--- config.mk ---
export PLATFORM = sky130hd
export DESIGN_NAME = baud_tick_gen
export DESIGN_NICKNAME = d
export VERILOG_FILES = /design/src/rtl/baud_pkg.sv /design/src/rtl/baud_cfg_reg.sv /design/src/rtl/baud_prescaler.sv /design/src/rtl/baud_divider.sv /design/src/rtl/baud_tick_gen.sv
export SDC_FILE = /design/constraint.sdc
export NUM_CORES = 1
export LEC_CHECK = 0
export BUFFER_PORTS_ARGS = -buffer_cell sky130_fd_sc_hd__buf_2
export CAP_MARGIN = 20
export CORE_UTILIZATION = 50
export DETAILED_ROUTE_END_ITERATION = 6
export PLACE_DENSITY = 0.73
export SYNTH_ARGS = -nofsm -noshare
export SYNTH_HDL_FRONTEND = slang
export SYNTH_SLANG_ARGS = --single-unit
--- constraint.sdc ---
create_clock -name clk -period 2.3 [get_ports clk]
set_input_delay 0.115 -clock clk [delete_from_list [all_inputs] [get_ports clk]]
set_output_delay 0.115 -clock clk [all_outputs]
set_load 0.05 [all_outputs]
--- src/rtl/baud_pkg.sv ---
package baud_pkg;
  // Source chosen by the crystal-select field
  typedef enum logic {
    SRC_PERIPH = 1'b0,
    SRC_XTAL   = 1'b1
  } baud_src_e;
endpackage

--- src/rtl/baud_cfg_reg.sv ---
module baud_cfg_reg #(
  parameter int REG_W = 32,
  parameter int DIV_W = 23
) (
  input  logic             clk,
  input  logic             rst_n,
  input  logic             wr,
  input  logic [REG_W-1:0] wdata,
  output logic [DIV_W-1:0] div_n,
  output logic             div_on,
  output baud_pkg::baud_src_e src
);
  localparam int ON_BIT  = DIV_W;
  localparam int SEL_BIT = DIV_W + 1;

  logic [DIV_W-1:0]    n_q, n_d;
  logic                on_q, on_d;
  baud_pkg::baud_src_e src_q, src_d;

  // Upper bits of the word are reserved
  logic unused_rsvd;
  assign unused_rsvd = ^wdata[REG_W-1:SEL_BIT+1];

  always_comb begin
    n_d   = n_q;
    on_d  = on_q;
    src_d = src_q;
    if (wr) begin
      n_d   = wdata[DIV_W-1:0];
      on_d  = wdata[ON_BIT];
      src_d = baud_pkg::baud_src_e'(wdata[SEL_BIT]);
    end
  end

  always_ff @(posedge clk or negedge rst_n) begin
    if (!rst_n) begin
      n_q   <= '0;
      on_q  <= 1'b0;
      src_q <= baud_pkg::SRC_PERIPH;
    end else if (wr) begin
      n_q   <= n_d;
      on_q  <= on_d;
      src_q <= src_d;
    end
  end

  assign div_n  = n_q;
  assign div_on = on_q;
  assign src    = src_q;
endmodule

--- src/rtl/baud_prescaler.sv ---
module baud_prescaler #(
  parameter int XTAL_PRE   = 3,
  parameter int PERIPH_PRE = 4
) (
  input  logic clk,
  input  logic rst_n,
  input  logic clr,
  input  logic run,
  input  baud_pkg::baud_src_e src,
  input  logic xtal_en,
  input  logic pclk_en,
  output logic pre_fire
);
  localparam int MAXP = (XTAL_PRE > PERIPH_PRE) ? XTAL_PRE : PERIPH_PRE;
  localparam int PW   = (MAXP > 1) ? $clog2(MAXP) : 1;
  localparam logic [PW-1:0] XT_LAST = PW'(XTAL_PRE - 1);
  localparam logic [PW-1:0] PE_LAST = PW'(PERIPH_PRE - 1);

  logic [PW-1:0] cnt_q, cnt_d;
  logic [PW-1:0] last;
  logic          src_en;
  logic          at_last;

  assign src_en = (src == baud_pkg::SRC_XTAL) ? xtal_en : pclk_en;

  generate
    if (XTAL_PRE == PERIPH_PRE) begin : g_same
      assign last = XT_LAST;
    end else begin : g_mux
      assign last = (src == baud_pkg::SRC_XTAL) ? XT_LAST : PE_LAST;
    end
  endgenerate

  assign at_last  = (cnt_q == last);
  assign pre_fire = run && !clr && src_en && at_last;

  always_comb begin
    cnt_d = cnt_q;
    if (clr || !run)  cnt_d = '0;
    else if (src_en)  cnt_d = at_last ? '0 : cnt_q + 1'b1;
  end

  always_ff @(posedge clk or negedge rst_n) begin
    if (!rst_n) cnt_q <= '0;
    else        cnt_q <= cnt_d;
  end
endmodule

--- src/rtl/baud_divider.sv ---
module baud_divider #(
  parameter int DIV_W = 23
) (
  input  logic             clk,
  input  logic             rst_n,
  input  logic             clr,
  input  logic             run,
  input  logic             step,
  input  logic [DIV_W-1:0] div_n,
  output logic             div_fire
);
  logic [DIV_W-1:0] cnt_q, cnt_d;
  logic             at_end;

  assign at_end   = (cnt_q == div_n);
  assign div_fire = run && !clr && step && at_end;

  always_comb begin
    cnt_d = cnt_q;
    if (clr || !run) cnt_d = '0;
    else if (step)   cnt_d = at_end ? '0 : cnt_q + 1'b1;
  end

  always_ff @(posedge clk or negedge rst_n) begin
    if (!rst_n) cnt_q <= '0;
    else        cnt_q <= cnt_d;
  end
endmodule

--- src/rtl/baud_tick_gen.sv ---
module baud_tick_gen #(
  parameter int REG_W      = 32,
  parameter int DIV_W      = 23,
  parameter int XTAL_PRE   = 3,
  parameter int PERIPH_PRE = 4
) (
  input  logic             clk,
  input  logic             rst_n,
  input  logic             cfg_wr,
  input  logic [REG_W-1:0] cfg_wdata,
  input  logic             xtal_en,
  input  logic             pclk_en,
  output logic             baud_tick
);
  logic [DIV_W-1:0]    div_n;
  logic                div_on;
  baud_pkg::baud_src_e src;
  logic                pre_fire;
  logic                div_fire;
  logic                tick_q, tick_d;

  baud_cfg_reg #(.REG_W(REG_W), .DIV_W(DIV_W)) u_cfg (
    .clk    (clk),
    .rst_n  (rst_n),
    .wr     (cfg_wr),
    .wdata  (cfg_wdata),
    .div_n  (div_n),
    .div_on (div_on),
    .src    (src)
  );

  baud_prescaler #(.XTAL_PRE(XTAL_PRE), .PERIPH_PRE(PERIPH_PRE)) u_pre (
    .clk      (clk),
    .rst_n    (rst_n),
    .clr      (cfg_wr),
    .run      (div_on),
    .src      (src),
    .xtal_en  (xtal_en),
    .pclk_en  (pclk_en),
    .pre_fire (pre_fire)
  );

  baud_divider #(.DIV_W(DIV_W)) u_div (
    .clk      (clk),
    .rst_n    (rst_n),
    .clr      (cfg_wr),
    .run      (div_on),
    .step     (pre_fire),
    .div_n    (div_n),
    .div_fire (div_fire)
  );

  assign tick_d = div_fire;

  always_ff @(posedge clk or negedge rst_n) begin
    if (!rst_n) tick_q <= 1'b0;
    else        tick_q <= tick_d;
  end

  assign baud_tick = tick_q;
endmodule

---- Yosys cells after proc, flatten, opt, wreduce, memory -nomap -nowiden ----
Index checks and enable logic that the tools add are counted.
cells by class
  $add $sub $neg .......................... 2
  equal/unequal tests ..................... 2
  muxes and demuxes ....................... 8
  reduce and logical (&&, ||, !) cells .... 10
operators by type and width
  operator                                        count
  two-way mux 23 bit                              3
  adder 23 x 1 -> 23 bit (second input constant)  1
  equality test 23 bit                            1
  two-way mux 2 bit                               3
  logical AND 1 bit                               5
  nonzero test 2 bit                              2
  adder 2 x 1 -> 2 bit (second input constant)    1
  equality test 2 bit                             1
  zero test 1 bit                                 2
  two-way mux 1 bit                               2
  logical OR 1 bit                                1
storage, ports and cells
  register bits after elaboration ......... 51
  bits of input ports ..................... 37
  output and inout port bits .............. 1
  logic and storage cells ................. 28

---- Logic depth before layout (Yosys ltp) ----
  depth after elaboration ................. 6
  mapped depth ............................ 7
  gate-level depth less buffers ........... 6

---- Cells and area by module ----
A second synthesis with hierarchy kept.
unflattened totals
  cell total of the unflattened synthesis .. 252
  area, all modules ....................... 2811.4 µm²
by module, submodules not included
  module          instances  cells an instance  area each (µm²)  sequential area each (µm²)
  baud_divider    1          180                1592.8           575.6
  baud_cfg_reg    1          53                 1033.5           625.6
  baud_prescaler  1          18                 160.2            50.0
  baud_tick_gen   1          1                  25.0             25.0

---- Worst setup path after synthesis ----
No wires, ideal clock.
  path type ............................... register to register
  from .................................... reg u_pre.cnt_q[0]
  to ...................................... reg u_div.cnt_q[17]
  setup time .............................. 73 ps
  data arrival time ....................... 1599 ps
  data required time ...................... 2227 ps
  path slack .............................. 628 ps
  stages on the path, launching flop included .. 6
  path buffers ............................ 0
  clock period less this slack ............ 1672 ps
  path through ............................ dfrtp_1 and3b_1 o21ai_2 and2_4 or4_4 a21oi_2
between the ends
  longest elaborated chain between the ends .. 3
RTL lines
  what                                 RTL line              source
  from (decl)                          baud_prescaler.sv:19  logic [PW-1:0] cnt_q, cnt_d;
  from (signal assigned)               baud_prescaler.sv:45  else cnt_q <= cnt_d;
  equality test 2 bit                  baud_prescaler.sv:34  assign at_last = (cnt_q == last);
  logical AND 1 bit                    baud_prescaler.sv:35  assign pre_fire = run && !clr && src_en && at_last;
  nonzero test 2 bit (no source line)  -
  to (signal assigned)                 baud_divider.sv:26    else cnt_q <= cnt_d;
  to (decl)                            baud_divider.sv:12    logic [DIV_W-1:0] cnt_q, cnt_d;
No other way between the ends.
A chain may end at the register's enable or synchronous reset.

---- Worst setup path in the final report ----
  from .................................... reg u_div.cnt_q[3]
  to ...................................... reg u_div.cnt_q[14]
between the ends
  longest elaborated chain between the ends .. 4
  elaborated cells on any way between the ends .. 5
  classes of those cells .................. add/sub (1); eq/ne (1); mux (3)
RTL lines
  what                                                                   RTL line                                source
  adder 23 x 1 -> 23 bit / equality test 23 bit (equally long branches)  baud_divider.sv:21, baud_divider.sv:15
  two-way mux 23 bit (*) (2 in series)                                   baud_divider.sv:21                      else if (step) cnt_d = at_end ? '0 : cnt_q + 1'b1;
  two-way mux 23 bit (*)                                                 baud_divider.sv:20                      if (clr || !run) cnt_d = '0;
Mark *: on every way between the ends. The rest lies on a longest branch, timed or not. The select of a mux whose other input is x is not followed.

==> summary.txt <==
Status = finished, final reports clean
Total CTS buffers = 5
Final hold violations = 0
Power share of the sequential group = 0.518
Synth area leaders = dfrtp_1, mux2_2, xor2_1
Placed cells = 336
Total GRT Usage = 0.207
CTS hold repair buffers = 2
Clock Path Buffers = 2
Fmax = 494 MHz
Comb power frac = 0.096
Cell Rows = 26
Nets = 313
DR WL/cell = 14.5 um
First-pass GRT wire length = 8540 um
Final core occ = 0.597
Clock slew at reported path FFs = 0.09 ns
Post_cts resized = 0
H-Tree Depth = 2
Clock root cell = clkbuf_8
Setup_tns = 0 ns
Worst path cell trace = xor2_1, nor4_1, nand4_1, o31ai_2, buf_4, nor2_1
Post-synthesis async set-or-reset flop share = 1.00
Vias per inst = 5.42
Die Height = 74.8 um
I/O pin count = 38
CP Launch Type = flop
Synth Warn # = 0
Crit Path Category = flop to flop
Top cell type's share of synthesized area = 0.482
Count of final setup violators = 0
Number of global-route vias before repair = 1860
DR pass1 iterations = 4
PD cells = 617 nW/um2
Top cell type by total area after synthesis = dfrtp_1
GP Congestion = 0.830
CORE AREA = 5110 um2
Crit path max fanout = 12
Number of synthesized flops with an enable pin = 0
Required time worst endpoint = 2.49 ns
Share of cells above drive strength 1 = 0.286
Syn Inst Count = 242
Vias = 1876
Final Max Slew Viols = 0
Relative slew slack = 0.495
Main synth FF type = dfrtp_1
Crit-path max cell delay = 0.48 ns
Chip Width = 74.8 um
Tmin final = 2.03 ns
Synthesized area = 2650 um2
DP Wirelength = 3700 um
Avg Cell Area, Syn = 10.9 um2
CP max-delay cell = dfrtp_1
Final WL = 5010 um
Max-Cap Viols = 0
Residual DRC count = 0
Psw = 0.000411 W
Antenna cells = 0
ANT nets after route = 0
Full die area = 5590 um2
Maximum vdd ir drop = 0.000379 V
GR Overflow Total = 0
CTS tree = built
RSZ-0062 raised after global routing = false
Post-Layout Cell Count = 346
Largest net degree at the start of global routing = 28
Clock Latency Late Sink = 0.31 ns
Clock group share of total power = 0.385
CP Capture Type = flop
Netlist cell types = 41
Post-Syn Nets = 280
Internal = 0.00147 W
Sw frac = 0.218
Period Utilization, post-route = 0.881
Clock sinks = 51
Slew @ Worst Pin = 0.758 ns
Initial Util = 0.519
Antenna violations before repair = 0
FF+latch count, synth = 51
Sequential area share after synthesis = 0.482
Worst hold path type = input pin to flop
Setup Skew = 0.00900 ns
First DRT Iteration DRCs = 79
P_leak = 1.27 nW
Area Overhead vs Synth = 15.2%
Post-CTS setup buffers = 0
CP arrival = 2.22 ns
I/O Buffers = 30
synth_stat cells, types with 3 or more instances:
master	count
dfrtp_1	51
mux2_2	24
xor2_1	22
xnor2_1	21
nor2_1	20
nand2_1	12
a21oi_1	8
buf_2	7
nand4_1	7
nor4_1	7
a211oi_1	6
inv_1	6
nand3_1	6
o21ai_0	5
nor3_1	4
a2111oi_2	3
power by group through the flow:
stage	clock (W)	combinational [W]	sequential [W]
5_1_grt	0.000778	0.000201	0.000983
4_1_cts	0.000752	0.000185	0.000976
2_1_floorplan	0	0.000108	0.000984
3_5_place_dp	0	0.000182	0.000994
6_report	0.000725	0.000181	0.000975
3_3_place_gp	0	0.000176	0.000993
per-layer routing:
| metal | global-route usage | share of wire | vias up |
|---|---|---|---|
| met2 | 0.332 | 0.48 | 30 |
| li1 | - | - | 928 |
| met3 | 0.0361 | 0.032 | 9 |
| met5 | 0 | 0 | - |
| met4 | 0.0818 | 0.020 | 0 |
| met1 | 0.280 | 0.47 | 909 |
critical path: cells and delay by family (launching register included):
family          cells  cell delay [ns]
compound gates      1             0.27
xor+xnor            1             0.22
buf+inv             1             0.24
flops               1             0.48
simple gates        3             0.69
registers in the layout (all words and copies together), names as in the netlist:
register,count
u_cfg.div_n,23
u_cfg.src,1
u_div.cnt_q,23
u_cfg.div_on,1
u_pre.cnt_q,2
baud_tick,1
per-stage QoR:
step | hold WS (ns) | power (W) | area (um2) | setup slack [ns]
after floorplan | -0.181 | 0.00109 | 2650 | 0.628
after global placement | 0.156 | 0.00117 | 2890 | 0.376
after detailed placement | 0.155 | 0.00118 | 2890 | 0.360
after CTS | 0.0151 | 0.00191 | 3050 | 0.312
after global routing | 0.0203 | 0.00196 | 3050 | 0.205
final | 0.0282 | 0.00188 | 3050 | 0.274
kinds of logic after synthesis:
| family | share of synthesized area |
|---|---|
| buf+inv | 0.0293 |
| simple gates | 0.140 |
| mux | 0.102 |
| fa+ha+maj | 0.00472 |
| xor+xnor | 0.142 |
| flops | 0.482 |
| compound gates | 0.100 |
path summary, 6_finish.rpt:
kind,from,end,slack [ns],cells past startpoint
worst max-delay path,u_div.cnt_q[3]$_DFFE_PN0P_,u_div.cnt_q[14]$_DFFE_PN0P_,0.27,6
worst min-delay path,cfg_wdata[24],u_cfg.src$_DFFE_PN0P_,0.03,2
worst max register to register,u_div.cnt_q[3]$_DFFE_PN0P_,u_div.cnt_q[14]$_DFFE_PN0P_,0.27,6
worst min register to register,u_cfg.div_n[20]$_DFFE_PN0P_,u_cfg.div_n[20]$_DFFE_PN0P_,0.53,1
max in group asynchronous,rst_n,u_div.cnt_q[6]$_DFFE_PN0P_,1.39,3
min in group asynchronous,rst_n,u_div.cnt_q[8]$_DFFE_PN0P_,0.36,2
layout make-up:
| cell class | count | area (um2) |
|---|---|---|
| Timing Repair Buffer | 38 | 228 |
| Fill cell | 430 | 2060 |
| Tap cell | 70 | 87.6 |
| Inverter | 6 | 22.5 |
| Multi-Input combinational cell | 173 | 1300 |
| Clock buffer | 5 | 68.8 |
| Clock inverter | 3 | 67.6 |
| Sequential cell | 51 | 1280 |
layout by cell type (no fill, tap or decap), types with 2 or more instances in the layout:
master / instances
dfrtp_1: 51
buf_2: 30
mux2_2: 24
xor2_1: 22
xnor2_1: 21
nor2_1: 20
nand2_1: 12
a21oi_1: 8
nor4_1: 7
nand4_1: 7
a211oi_1: 6
nand3_1: 6
inv_1: 6
o21ai_0: 5
clkbuf_8: 5
buf_4: 5
nor3_1: 4
a2111oi_2: 3
and3b_1: 2
nor2b_1: 2
and4_1: 2
and2_1: 2
nand3_2: 2
bufinv_16: 2
dlygate4sd3_1: 2
(Power assumes the default switching activity.)
